==> src/rtl/r16_pkg.sv <==
package r16_pkg;

  localparam int unsigned IW = 16;

  typedef enum logic [1:0] {
    ST_FETCH = 2'b00,
    ST_EXEC  = 2'b01,
    ST_ADDR  = 2'b10,
    ST_MEM   = 2'b11
  } r16_state_e;

  localparam logic [3:0] OP_ADD   = 4'h0;
  localparam logic [3:0] OP_SUB   = 4'h1;
  localparam logic [3:0] OP_LW    = 4'h2;
  localparam logic [3:0] OP_SW    = 4'h3;
  localparam logic [3:0] OP_SLT   = 4'h4;
  localparam logic [3:0] OP_SEQ   = 4'h5;
  localparam logic [3:0] OP_ADDI4 = 4'h8;
  localparam logic [3:0] OP_ADDI8 = 4'h9;
  localparam logic [3:0] OP_JZ    = 4'hB;
  localparam logic [3:0] OP_JNZ   = 4'hC;
  localparam logic [3:0] OP_JAL   = 4'hD;
  localparam logic [3:0] OP_JR    = 4'hE;
  localparam logic [3:0] OP_J     = 4'hF;

  function automatic logic [IW-1:0] sext4(input logic [3:0] v);
    return {{(IW-4){v[3]}}, v};
  endfunction

  function automatic logic [IW-1:0] sext8(input logic [7:0] v);
    return {{(IW-8){v[7]}}, v};
  endfunction

  // Shared arithmetic: address forms and immediates all use the add path.
  function automatic logic [IW-1:0] alu_eval(input logic [3:0] op,
                                             input logic [IW-1:0] a,
                                             input logic [IW-1:0] b);
    case (op)
      OP_SUB:  return a - b;
      OP_SLT:  return ($signed(a) < $signed(b)) ? IW'(1) : IW'(0);
      OP_SEQ:  return (a == b) ? IW'(1) : IW'(0);
      default: return a + b;
    endcase
  endfunction

  function automatic logic is_mem_op(input logic [3:0] op);
    return (op == OP_LW) || (op == OP_SW);
  endfunction

  function automatic logic writes_rd(input logic [3:0] op);
    return (op == OP_ADD) || (op == OP_SUB) || (op == OP_SLT) ||
           (op == OP_SEQ) || (op == OP_ADDI4) || (op == OP_ADDI8);
  endfunction

endpackage

==> src/rtl/r16_regfile.sv <==
module r16_regfile #(
  parameter int W = 16,
  parameter int N = 16,
  localparam int AW = $clog2(N)
) (
  input  logic          clk,
  input  logic          rst,
  input  logic          we,
  input  logic [AW-1:0] waddr,
  input  logic [W-1:0]  wdata,
  input  logic [AW-1:0] raddr_a,
  input  logic [AW-1:0] raddr_b,
  input  logic [AW-1:0] raddr_c,
  output logic [W-1:0]  rdata_a,
  output logic [W-1:0]  rdata_b,
  output logic [W-1:0]  rdata_c
);

  logic [W-1:0] rf [N];

  always_ff @(posedge clk) begin
    if (rst) begin
      for (int i = 0; i < N; i++) rf[i] <= '0;
    end else if (we) begin
      rf[waddr] <= wdata;
    end
  end

  assign rdata_a = rf[raddr_a];
  assign rdata_b = rf[raddr_b];
  assign rdata_c = rf[raddr_c];

endmodule

==> src/rtl/r16_alu.sv <==
module r16_alu
  import r16_pkg::*;
(
  input  logic [3:0]    op,
  input  logic [IW-1:0] a,
  input  logic [IW-1:0] b,
  output logic [IW-1:0] y
);

  assign y = alu_eval(op, a, b);

endmodule

==> src/rtl/r16_ctrl.sv <==
module r16_ctrl
  import r16_pkg::*;
(
  input  logic       clk,
  input  logic       rst,
  input  logic [3:0] fetch_op,
  output r16_state_e state
);

  r16_state_e state_nx;

  always_comb begin
    case (state)
      ST_FETCH: state_nx = is_mem_op(fetch_op) ? ST_ADDR : ST_EXEC;
      ST_ADDR:  state_nx = ST_MEM;
      default:  state_nx = ST_FETCH;
    endcase
  end

  always_ff @(posedge clk) begin
    if (rst) state <= ST_FETCH;
    else     state <= state_nx;
  end

endmodule

==> src/rtl/r16_core.sv <==
module r16_core
  import r16_pkg::*;
(
  input  logic          clk,
  input  logic          rst,
  output logic [IW-1:0] mem_addr,
  output logic [IW-1:0] mem_wdata,
  input  logic [IW-1:0] mem_rdata,
  output logic          mem_en,
  output logic          mem_we
);

  localparam int REG_N  = 16;
  localparam int REG_AW = $clog2(REG_N);

  r16_state_e        state;
  logic [IW-1:0]     ir_q, pc_q, ra_q, addr_q;
  logic [IW-1:0]     pc_inc, pc_next;
  logic [IW-1:0]     rd_val, rs_val, rt_val;
  logic [IW-1:0]     alu_a, alu_b, alu_y;
  logic [IW-1:0]     reg_wdata;
  logic              reg_we;
  logic [3:0]        op;
  logic [REG_AW-1:0] f_rd, f_rs, f_rt;

  // Named events for the checker.
  logic st_fetch, st_exec, st_addr, st_mem, nop_word;

  assign op       = ir_q[15:12];
  assign f_rd     = ir_q[11:8];
  assign f_rs     = ir_q[7:4];
  assign f_rt     = ir_q[3:0];
  assign st_fetch = (state == ST_FETCH);
  assign st_exec  = (state == ST_EXEC);
  assign st_addr  = (state == ST_ADDR);
  assign st_mem   = (state == ST_MEM);
  assign nop_word = (ir_q == '0);

  r16_ctrl u_ctrl (
    .clk      (clk),
    .rst      (rst),
    .fetch_op (mem_rdata[15:12]),
    .state    (state)
  );

  r16_regfile #(.W(IW), .N(REG_N)) u_rf (
    .clk     (clk),
    .rst     (rst),
    .we      (reg_we),
    .waddr   (f_rd),
    .wdata   (reg_wdata),
    .raddr_a (f_rs),
    .raddr_b (f_rt),
    .raddr_c (f_rd),
    .rdata_a (rs_val),
    .rdata_b (rt_val),
    .rdata_c (rd_val)
  );

  always_comb begin
    alu_a = (op == OP_ADDI8) ? rd_val : rs_val;
    case (op)
      OP_ADD, OP_SUB, OP_SLT, OP_SEQ: alu_b = rt_val;
      OP_ADDI8:                       alu_b = sext8(ir_q[7:0]);
      default:                        alu_b = sext4(ir_q[3:0]);
    endcase
  end

  r16_alu u_alu (
    .op (op),
    .a  (alu_a),
    .b  (alu_b),
    .y  (alu_y)
  );

  assign reg_we    = (st_exec && writes_rd(op) && !nop_word) ||
                     (st_mem && op == OP_LW);
  assign reg_wdata = st_mem ? mem_rdata : alu_y;

  assign pc_inc = pc_q + IW'(1);

  always_comb begin
    pc_next = pc_inc;
    if (st_exec) begin
      case (op)
        OP_JZ:  if (rd_val == '0) pc_next = {{(IW-8){1'b0}}, ir_q[7:0]};
        OP_JNZ: if (rd_val != '0) pc_next = {{(IW-8){1'b0}}, ir_q[7:0]};
        OP_JAL: pc_next = {{(IW-12){1'b0}}, ir_q[11:0]};
        OP_J:   pc_next = {{(IW-12){1'b0}}, ir_q[11:0]};
        OP_JR:  pc_next = ra_q;
        default: pc_next = pc_inc;
      endcase
    end
  end

  always_ff @(posedge clk) begin
    if (rst) begin
      ir_q   <= '0;
      pc_q   <= '0;
      ra_q   <= '0;
      addr_q <= '0;
    end else begin
      if (st_fetch) ir_q <= mem_rdata;
      if (st_addr) addr_q <= alu_y;
      if (st_exec || st_mem) pc_q <= pc_next;
      if (st_exec && op == OP_JAL) ra_q <= pc_inc;
    end
  end

  assign mem_addr  = st_mem ? addr_q : pc_q;
  assign mem_en    = st_fetch || st_mem;
  assign mem_we    = st_mem && (op == OP_SW);
  assign mem_wdata = rd_val;

endmodule

==> config.mk <==
export PLATFORM = sky130hd
export DESIGN_NAME = r16_core
export DESIGN_NICKNAME = d
export VERILOG_FILES = /design/src/rtl/r16_pkg.sv /design/src/rtl/r16_regfile.sv /design/src/rtl/r16_alu.sv /design/src/rtl/r16_ctrl.sv /design/src/rtl/r16_core.sv
export SDC_FILE = /design/constraint.sdc
export NUM_CORES = 1
export LEC_CHECK = 0
export BUFFER_PORTS_ARGS = -buffer_cell sky130_fd_sc_hd__buf_4
export CORE_UTILIZATION = 50
export DETAILED_ROUTE_END_ITERATION = 10
export PLACE_DENSITY = 0.76
export REMOVE_ABC_BUFFERS = 1
export SLEW_MARGIN = 40
export SYNTH_ARGS = -nofsm -noshare
export SYNTH_HDL_FRONTEND = slang
export SYNTH_SLANG_ARGS = --single-unit
export TNS_END_PERCENT = 100
==> constraint.sdc <==
create_clock -name clk -period 6.12 [get_ports clk]
set_clock_uncertainty 0.2 [all_clocks]
set_input_delay 0.612 -clock clk [delete_from_list [all_inputs] [get_ports clk]]
set_output_delay 0.612 -clock clk [all_outputs]
set_load 0.05 [all_outputs]
==> results by stage, run 1 <==
STA:
- The highest attainable clock frequency is 177.2 MHz.
- The max-slew headroom at the worst pin is 40.53%.
- The actual slew at the worst max-slew pin is 0.8887 ns.
- The final critical path takes up 92.23% of the cycle.
- The total count of hold-check failures in the final report is 0.
- The worst hold slack is 0.1229 ns.
- The number of slew-limit violations in the final report is 0.
- Setup violations remaining at the end of the flow were counted as 0.
- Setup repair after global routing left no endpoint under its margin.
- The routed design could run at a clock period as short as 5.644 ns.

Power and ir drop:
- The cell leakage power is 8.360 nW.
- Power spread over the standard cell area amounts to 303.9 nW/um^2.
- IR analysis of the VDD net gives a maximum drop of 231.3 uV.
- The power after layout is 7.224 mW.

Cells and area:
- The number of filler instances in the final layout is 3,397.
- Cells with a size suffix above 1 make up 25.52% of the layout.
- The final non-filler cell area is 23,770 sq um.
- The net count reported at finish is 1,899.
- The area growth from synthesis to layout is 11.41%.
- The post-layout utilization of the core is 56.54%.
- The number of antenna diodes in the final layout is 0.
- The final instance count without filler cells is 2,412.

Setup path:
- Data on the critical path is required at its endpoint by 6.20 ns.
- The worst-path maximum fanout is 32.
- The cell occurring most often along the worst timing path is nand2_1.
- The sort of element at the end of the critical path is a register.
- The destination of the worst register-to-register timing path is u_rf.rf[11][14]$_SDFFCE_PN0P_.
- The worst setup path is launched from a register.
- The cell family contributing the most delay on the critical path is compound AO/OA/AOI/OAI gates.
- The signal on the critical path passes through buf_4 -> mux4_2 -> a22oi_1 -> nand2_1 -> nand2_1 -> nand2_1 -> ha_1 -> nor2_1 -> a2111oi_0 -> a21o_1 -> a31oi_1 -> o311a_1 -> nor2_1 -> o21ai_0.
- For the worst setup path, the data arrival time is 5.73 ns.
- The critical setup path kind is reg -> reg.
- The logic depth of the worst path, buffers included is 14.
- Counting cells, the worst reg-to-reg path comes to 14.
- The slowest cell on the critical path is dfxtp_4.
- On the worst path, the slowest cell contributes a delay of 0.76 ns.
- The flop-to-flop setup slack is 0.48 ns.
- The number of buffers and inverters on the critical path is 1.

Placement:
- Input and output buffers added on the ports amount to 51.
- The post-place instance area is 22,570 sq um.
- The global placement routability congestion is 0.9455.
- The cell total after placement is 2,341.
- The sum of net half-perimeters after detailed placement is 48,380 microns.

Synthesis:
- The number of synthesized flops with an enable pin is 256.
- The largest total area in the synthesized netlist belongs to edfxtp_1.
- The synthesized area per cell is 11.73 sq um.
- For this run, asynchronously set or reset flops after synthesis account for 0%.
- Synthesis handed over a netlist of 1,819 instances.
- In the post-synthesis netlist, the biggest area contributors are edfxtp_1 (36%), mux4_2 (22%), dfxtp_1 (7.3%).
- The number of different library cells used by synthesis comes to 74.
- Among all flip-flop cells after synthesis, the most frequent one is edfxtp_1.
- The number of warnings reported in the yosys synthesis log is 0.
- Summing the sequential cell areas from Yosys gives 43.35% of the chip area.
- The count of state elements after synthesis is 334.
- The share of synthesized area in the top cell type comes to 36.03%.
- The post-synthesis instance area is 21,340 sq um.

CTS:
- The clock edge transition at the registers on the reported setup and hold paths is 0.06 ns.
- The number of setup buffers added after CTS is 0.
- The clock passes through at most 3 buffers.
- In this run the clock root is driven by a clkbuf_16.
- The H-tree depth is 2.
- The count of hold buffers inserted by post-cts repair is 0.
- The TritonCTS sink count is 334.
- TritonCTS built the clock tree.
- The number of gates resized after CTS was 0.
- The latest clock arrival within the worst-skew pair is 0.58 ns.
- In this run, CTS created clock tree buffers numbering 39.

Global route:
- The global routing usage summed across all routing layers is 33.69%.
- The total overflow left after global routing is 0.
- The initial antenna violation count was 1.
- The pin count of the biggest net entering global routing is 52.
- The number of global-route vias before repair is 16,700.
- The global-route wire length before repair is 107,900 microns.

Route:
- The total iterations of the first detailed-routing run is 6.
- In the final routed layout, each cell accounts on average for 30.50 microns.
- The post-detailed-routing wire length is 73,560 microns.
- The via density per instance is 7.272.
- The total DRC errors in the routed layout is 0.
- The antenna violation net count after detailed routing is 0.
- The first routing iteration left 3,178 violations.
- The detailed-route via count is 17,540.

Floorplan:
- From bottom edge to top edge, the die measures 208.6 microns.
- The row count is 75.
- The placeable core region is 42,040 sq um.
- Measured along the x axis, the die boundary spans 208.6 microns.
- The initial standard-cell utilization of the core is 50.75%.
- The area of the die is 43,500 sq um.
- The number of top-level pins is 52.

Status:
- The run finished with clean final reports.

Worst hold path:
- The startpoint identified for the worst hold timing path is mem_rdata[13].
- The hold path depth is 3.
- The worst hold path endpoint is ir_q[13]$_SDFFE_PP0P_.
- The worst min-delay path class is in -> reg.

Flow run:
- Max-cap violations in this run came to 0.
[layout make-up]
type | count | area, sq um | area share, %
multi-input combinational | 1271 | 11250 | 47.34
sequential | 334 | 9265 | 38.98
timing repair buffer | 156 | 1234 | 5.190
clock buffer | 48 | 1010 | 4.248
tap | 539 | 674.4 | 2.837
clock inverter | 23 | 181.4 | 0.7632
inverter | 41 | 153.9 | 0.6474
[per-layer routing]
metal  vias up  wire, microns  GRT usage [%]
li1       7140              -              -
met1      8444          26080          44.71
met2      1605          31720          49.82
met3       349          10660          9.318
met4         2           5081          19.68
met5         -             12              0
[worst max-delay path by stage]
| stage | slack [ns] | end |
|---|---|---|
| after floorplan | -1.06 | u_rf.rf[0][15]$_SDFFCE_PN0P_ |
| after global placement | 0.78 | u_rf.rf[5][15]$_SDFFCE_PN0P_ |
| after detailed placement | 0.64 | u_rf.rf[11][14]$_SDFFCE_PN0P_ |
| after CTS | 0.61 | u_rf.rf[11][14]$_SDFFCE_PN0P_ |
| after global routing | 0.21 | u_rf.rf[4][14]$_SDFFCE_PN0P_ |
| final | 0.48 | u_rf.rf[11][14]$_SDFFCE_PN0P_ |
[cells by family after synthesis]
kind of cell    Yosys count  share of synthesized area, %
compound gates          360                         11.52
xor+xnor                 14                        0.5747
fa+ha+maj                38                         2.299
buf+inv                 214                         4.081
flops                   334                         43.35
mux                     286                         26.08
simple gates            573                         12.10
[synth_stat cells, types with 7 or more instances]
library cell  count
a21oi_1          89
edfxtp_1        256
inv_1            40
clkbuf_1        133
o221ai_1          7
nand4_1          10
xnor2_1           7
a22oi_1          38
o31ai_1          11
a211oi_1         40
nor2_1          263
nand2_1         118
mux4_2          213
nor3_1           47
nor2b_1           7
buf_1            24
nand3_1          21
a31oi_1          34
nand2b_1         45
ha_1             36
a311oi_1          9
xor2_1            7
and3_1            7
nor4_1           15
o21ai_0          42
dfxtp_1          78
mux2i_1          46
o211ai_1         15
o21bai_1          7
mux2_2           26
and2_1           13
a21o_1           10
[registers in the layout, indices dropped and copies added (netlist names), named ones only]
name and count:
u_rf.rf 256, ir_q 16, u_ctrl.state 2, addr_q 16
pc_q 16, ra_q 16
[power by group]
part / internal [mW] / switching [mW]
Combinational: 0.814 / 1.48
Clock: 1.26 / 0.981
Sequential: 2.54 / 0.143
Total: 4.62 / 2.61
[tightest hold or removal path, cell delays in order]
cell	delay, ns
buf_4	0.10
mux2i_1	0.06
nor2_1	0.07
[cell usage in the layout (no fill, tap or decap), types with 13 or more instances in the layout]
cell type and instances:
a211oi_1 39, a21oi_1 89, a22oi_1 38, a31oi_1 34, buf_4 151, clkbuf_16 39
clkinv_1 13, dfxtp_1 71, edfxtp_1 256, ha_1 34, inv_1 40, mux2_2 26
mux2i_1 46, mux4_2 213, nand2_1 118, nand2b_1 45, nand3_1 21, nor2_1 262
nor3_1 47, nor4_1 14, o211ai_1 15, o21ai_0 41
[through the flow]
| stage | setup WS [ns] | setup TNS [ns] |
|---|---|---|
| global route | 0.2114 | 0 |
| global placement | 0.7824 | 0 |
| detailed placement | 0.6421 | 0 |
| floorplan | -1.057 | -181.15 |
| finish | 0.4755 | 0 |
| CTS | 0.6059 | 0 |
(Power assumes the default switching activity.)
==> inputs of run 2 (changes only) <==
--- a/config.mk
+++ b/config.mk
@@ -6,9 +6,9 @@
 export NUM_CORES = 1
 export LEC_CHECK = 0
 export BUFFER_PORTS_ARGS = -buffer_cell sky130_fd_sc_hd__buf_4
-export CORE_UTILIZATION = 50
+export CORE_UTILIZATION = 40
 export DETAILED_ROUTE_END_ITERATION = 10
-export PLACE_DENSITY = 0.76
+export PLACE_DENSITY = 0.65
 export REMOVE_ABC_BUFFERS = 1
 export SLEW_MARGIN = 40
 export SYNTH_ARGS = -nofsm -noshare
==> run 2 against run 1 <==
Sequential share of layout area decreased by 0.27 points. Sequential power about the same. Power increased by 1.7%. First-iteration DRC count decreased by 15%. Die area increased by 25%. Core utilization decreased by 11 points. Non-clock buffer count decreased by 15. Clock-buffer cell count increased by 1. Via count decreased by 0.52%. Wire length increased by 8.5%. Global-route usage decreased by 4.1 points. Critical endpoint is now u_rf.rf[11][15]$_SDFFCE_PN0P_. Highest routed layer unchanged.
==> results by stage, run 2 (same netlist as run 1, synthesis figures left out) <==
Route:
- The detailed-route via count is 17,450 (-0.52%).
- The antenna violation net count after detailed routing came to 0 (unchanged).
- The first-iteration detailed-routing DRC count is 2,695 (-15%).
- The via density per instance was 6.867 (-5.6%).
- The total DRC errors in the routed layout was 0 (unchanged).
- The final routed wire length divided by cell count was 31.41 microns (+3.0%).
- The post-detailed-routing wire length is 79,820 microns (+8.5%).
- The total iterations of the first detailed-routing run is 6 (unchanged).

Cells and area:
- The library cell used most frequently in the layout, excluding fill and tap cells, is nor2_1.
- The library cells used most frequently in the layout, excluding fill and tap cells, are nor2_1 (261), edfxtp_1 (256), mux4_2 (213).
- The area added between synthesis and finish is 12.22%.
- The post-layout utilization of the core is 45.47% (-11 points).
- The ratio of cells with drive above 1 in the final layout came to 25.31% (-0.21 points).
- The antenna diode count is 0 (unchanged).
- u_rf.rf holds more flip-flops than any other register.
- The number of flip-flops under the largest register name is 256 (unchanged).
- The net count reported at finish is 1,883 (-0.84%).

Power and ir drop:
- The cell leakage power is 8.335 nW (-0.30%).
- The fraction of power consumed by combinational cells came to 31.6% (-0.2 points).
- The sequential group share of total power is 36.6% (-0.6 points).
- The internal cell power was 4.727 mW (+2.4%).
- The proportion of power drawn by the clock network is 31.8% (+0.8 points).
- The power after layout is 7.348 mW (+1.7%).
- The switching component of the power came to 2.622 mW (+0.56%).
- The worst voltage drop across the vdd grid came to 175.9 uV (-24%).
- The power density of the placed cells was 306.9 nW/um^2 (+0.99%).
- The fraction of power spent switching nets was 35.68% (-0.41 points).

Setup path:
- The worst-path maximum fanout is 28 (-13%).
- The worst setup path is launched from a register.
- The number of cells on the worst reg-to-reg path is 14 (unchanged).
- The flop-to-flop setup slack is 0.52 ns (+0.04 ns).
- The worst setup path is of the reg -> reg kind.
- The worst path required time came to 6.31 ns (+0.11 ns).
- STA classifies the critical path endpoint as a register.
- The data arrival time at the worst-slack endpoint was 5.80 ns (+0.07 ns).
- The worst register-to-register path ends at u_rf.rf[11][15]$_SDFFCE_PN0P_.

CTS:
- The post-cts resize count is 0 (unchanged).
- The latest clock arrival within the worst-skew pair was 0.58 ns (about the same).
- The total setup buffers inserted after CTS is 0 (unchanged).
- The tree is rooted in a clkbuf_16.
- The total CTS buffers is 38 (-2.6%).
- The TritonCTS sink count is 334 (unchanged).
- The H-tree depth is 2 (unchanged).
- The count of hold buffers inserted by post-cts repair is 0 (unchanged).
- The clock tree from TritonCTS is done.
- The clock edge transition at the registers on the reported setup and hold paths is 0.06 ns (about the same).
- The maximum buffer depth of the clock tree is 3 (unchanged).

Floorplan:
- The initial standard-cell utilization of the core is 40.52% (-10 points).
- The y dimension of the die is 233.0 microns (+12%).
- The area of the die is 54,270 sq um (+25%).
- The placeable core region was 52,660 sq um (+25%).
- The number of top-level pins is 52 (unchanged).
- The die width was 233.0 microns (+12%).
- The row count is 84 (+12%).

Placement:
- The port buffer count came to 51 (unchanged).
- The global placement routability congestion was 1.012 (+7.0%).
- The sum of net half-perimeters after detailed placement is 50,580 microns (+4.6%).

Worst hold path:
- The path class of the tightest hold or removal check is in -> reg.
- The worst hold path endpoint is ir_q[12]$_SDFFE_PP0P_.
- The hold path depth came to 3 (unchanged).
- In this run the most critical hold path is launched from mem_rdata[12].

STA:
- The worst hold slack came to 0.1120 ns (-0.01093 ns).
- The highest attainable clock frequency is 178.4 MHz (+0.72%).
- The max-slew headroom at the worst pin is 43.99% (+3.5 points).
- The clock period minus final worst setup slack is 5.604 ns (-0.04015 ns).
- Setup repair after global routing left no endpoint under its margin.
- The actual slew at the worst max-slew pin is 0.8401 ns (-0.04860 ns).
- The total count of hold-check failures in the final report is 0 (unchanged).
- The number of slew-limit violations in the final report came to 0 (unchanged).
- The share of the cycle needed by the critical path after routing came to 91.57% (-0.66 points).
- The number of setup violations in the final report came to 0 (unchanged).

Flow run:
- The max-cap check violation count is 0 (unchanged).

Global route:
- The initial antenna violation count was 1 (unchanged).
- The global-route wire length before repair is 114,500 microns (+6.1%).
- The global routing usage summed across all routing layers is 29.61% (-4.1 points).
- The remaining global-route overflow is 0 (unchanged).
- The pin count of the biggest net entering global routing is 65 (+25%).
- The number of global-route vias before repair came to 16,630 (-0.38%).

Status:
- The flow ran to the end, and the final reports show no timing, DRC or antenna violations.
-- run 2: cell count changes in the layout (fill, tap and decap cells not counted), sizes merged --
cell,previous run,this run
clkbuf,48,49
clkinv,19,11
bufinv,2,4
buf,156,141
-- run 2: critical path, cell delays in order (launching register included) --
cell,delay (ns)
dfxtp_4,0.80
buf_4,0.39
mux4_2,0.55
mux4_2,0.50
nand2_1,0.08
nand2_1,0.09
ha_1,0.44
and4_1,0.23
a221o_1,0.36
a31oi_1,0.35
o31ai_1,0.22
o41ai_1,0.61
a2111oi_4,0.11
buf_4,0.23
nor3_1,0.22
-- run 2: metal layers --
| layer | vias up | part of all wire [%] | global-route usage, % |
|---|---|---|---|
| li1 | 7116 | - | - |
| met1 | 8632 | 35 | 38.11 |
| met2 | 1411 | 45 | 44.97 |
| met3 | 285 | 13 | 7.586 |
| met4 | 4 | 6.3 | 17.48 |
| met5 | - | 0.066 | 0.5515 |
-- run 2: area by class of cell --
class	count	area, sq um
Clock buffer	49	1045
Tap cell	688	860.8
Multi-Input combinational cell	1271	11270
Timing Repair Buffer	141	1159
Inverter	41	153.9
Sequential cell	334	9268
Fill cell	4688	28710
Clock inverter	17	186.4
-- run 2: through the flow --
| stage | instances | setup WS (ns) | cell area [sq um] | TNS, ns |
|---|---|---|---|---|
| 2_1_floorplan | 1646 | -1.057 | 20620 | -181.15 |
| 3_3_place_gp | 2475 | 0.7270 | 22680 | 0 |
| 3_5_place_dp | 2475 | 0.6184 | 22700 | 0 |
| 4_1_cts | 2541 | 0.6097 | 23930 | 0 |
| 5_1_grt | 2541 | 0.2935 | 23940 | 0 |
| 6_report | 2541 | 0.5157 | 23940 | 0 |
-- run 2: worst max path at each step --
stage               cells past startpoint                             to  slack, ns
floorplan                              14   u_rf.rf[0][15]$_SDFFCE_PN0P_      -1.06
global placement                       14   u_rf.rf[9][15]$_SDFFCE_PN0P_       0.73
detailed placement                     14  u_rf.rf[11][15]$_SDFFCE_PN0P_       0.62
CTS                                    14  u_rf.rf[11][15]$_SDFFCE_PN0P_       0.61
global route                           14  u_rf.rf[11][15]$_SDFFCE_PN0P_       0.29
finish                                 14  u_rf.rf[11][15]$_SDFFCE_PN0P_       0.52
-- run 2: power groups by stage --
| stage | sequential (mW) | combinational [mW] | clock (mW) |
|---|---|---|---|
| after floorplan | 2.73 | 1.39 | 0 |
| after global placement | 2.72 | 2.24 | 0 |
| final | 2.69 | 2.32 | 2.34 |
| after detailed placement | 2.73 | 2.26 | 0 |
| after CTS | 2.68 | 2.27 | 2.34 |
| after global routing | 2.70 | 2.43 | 2.43 |
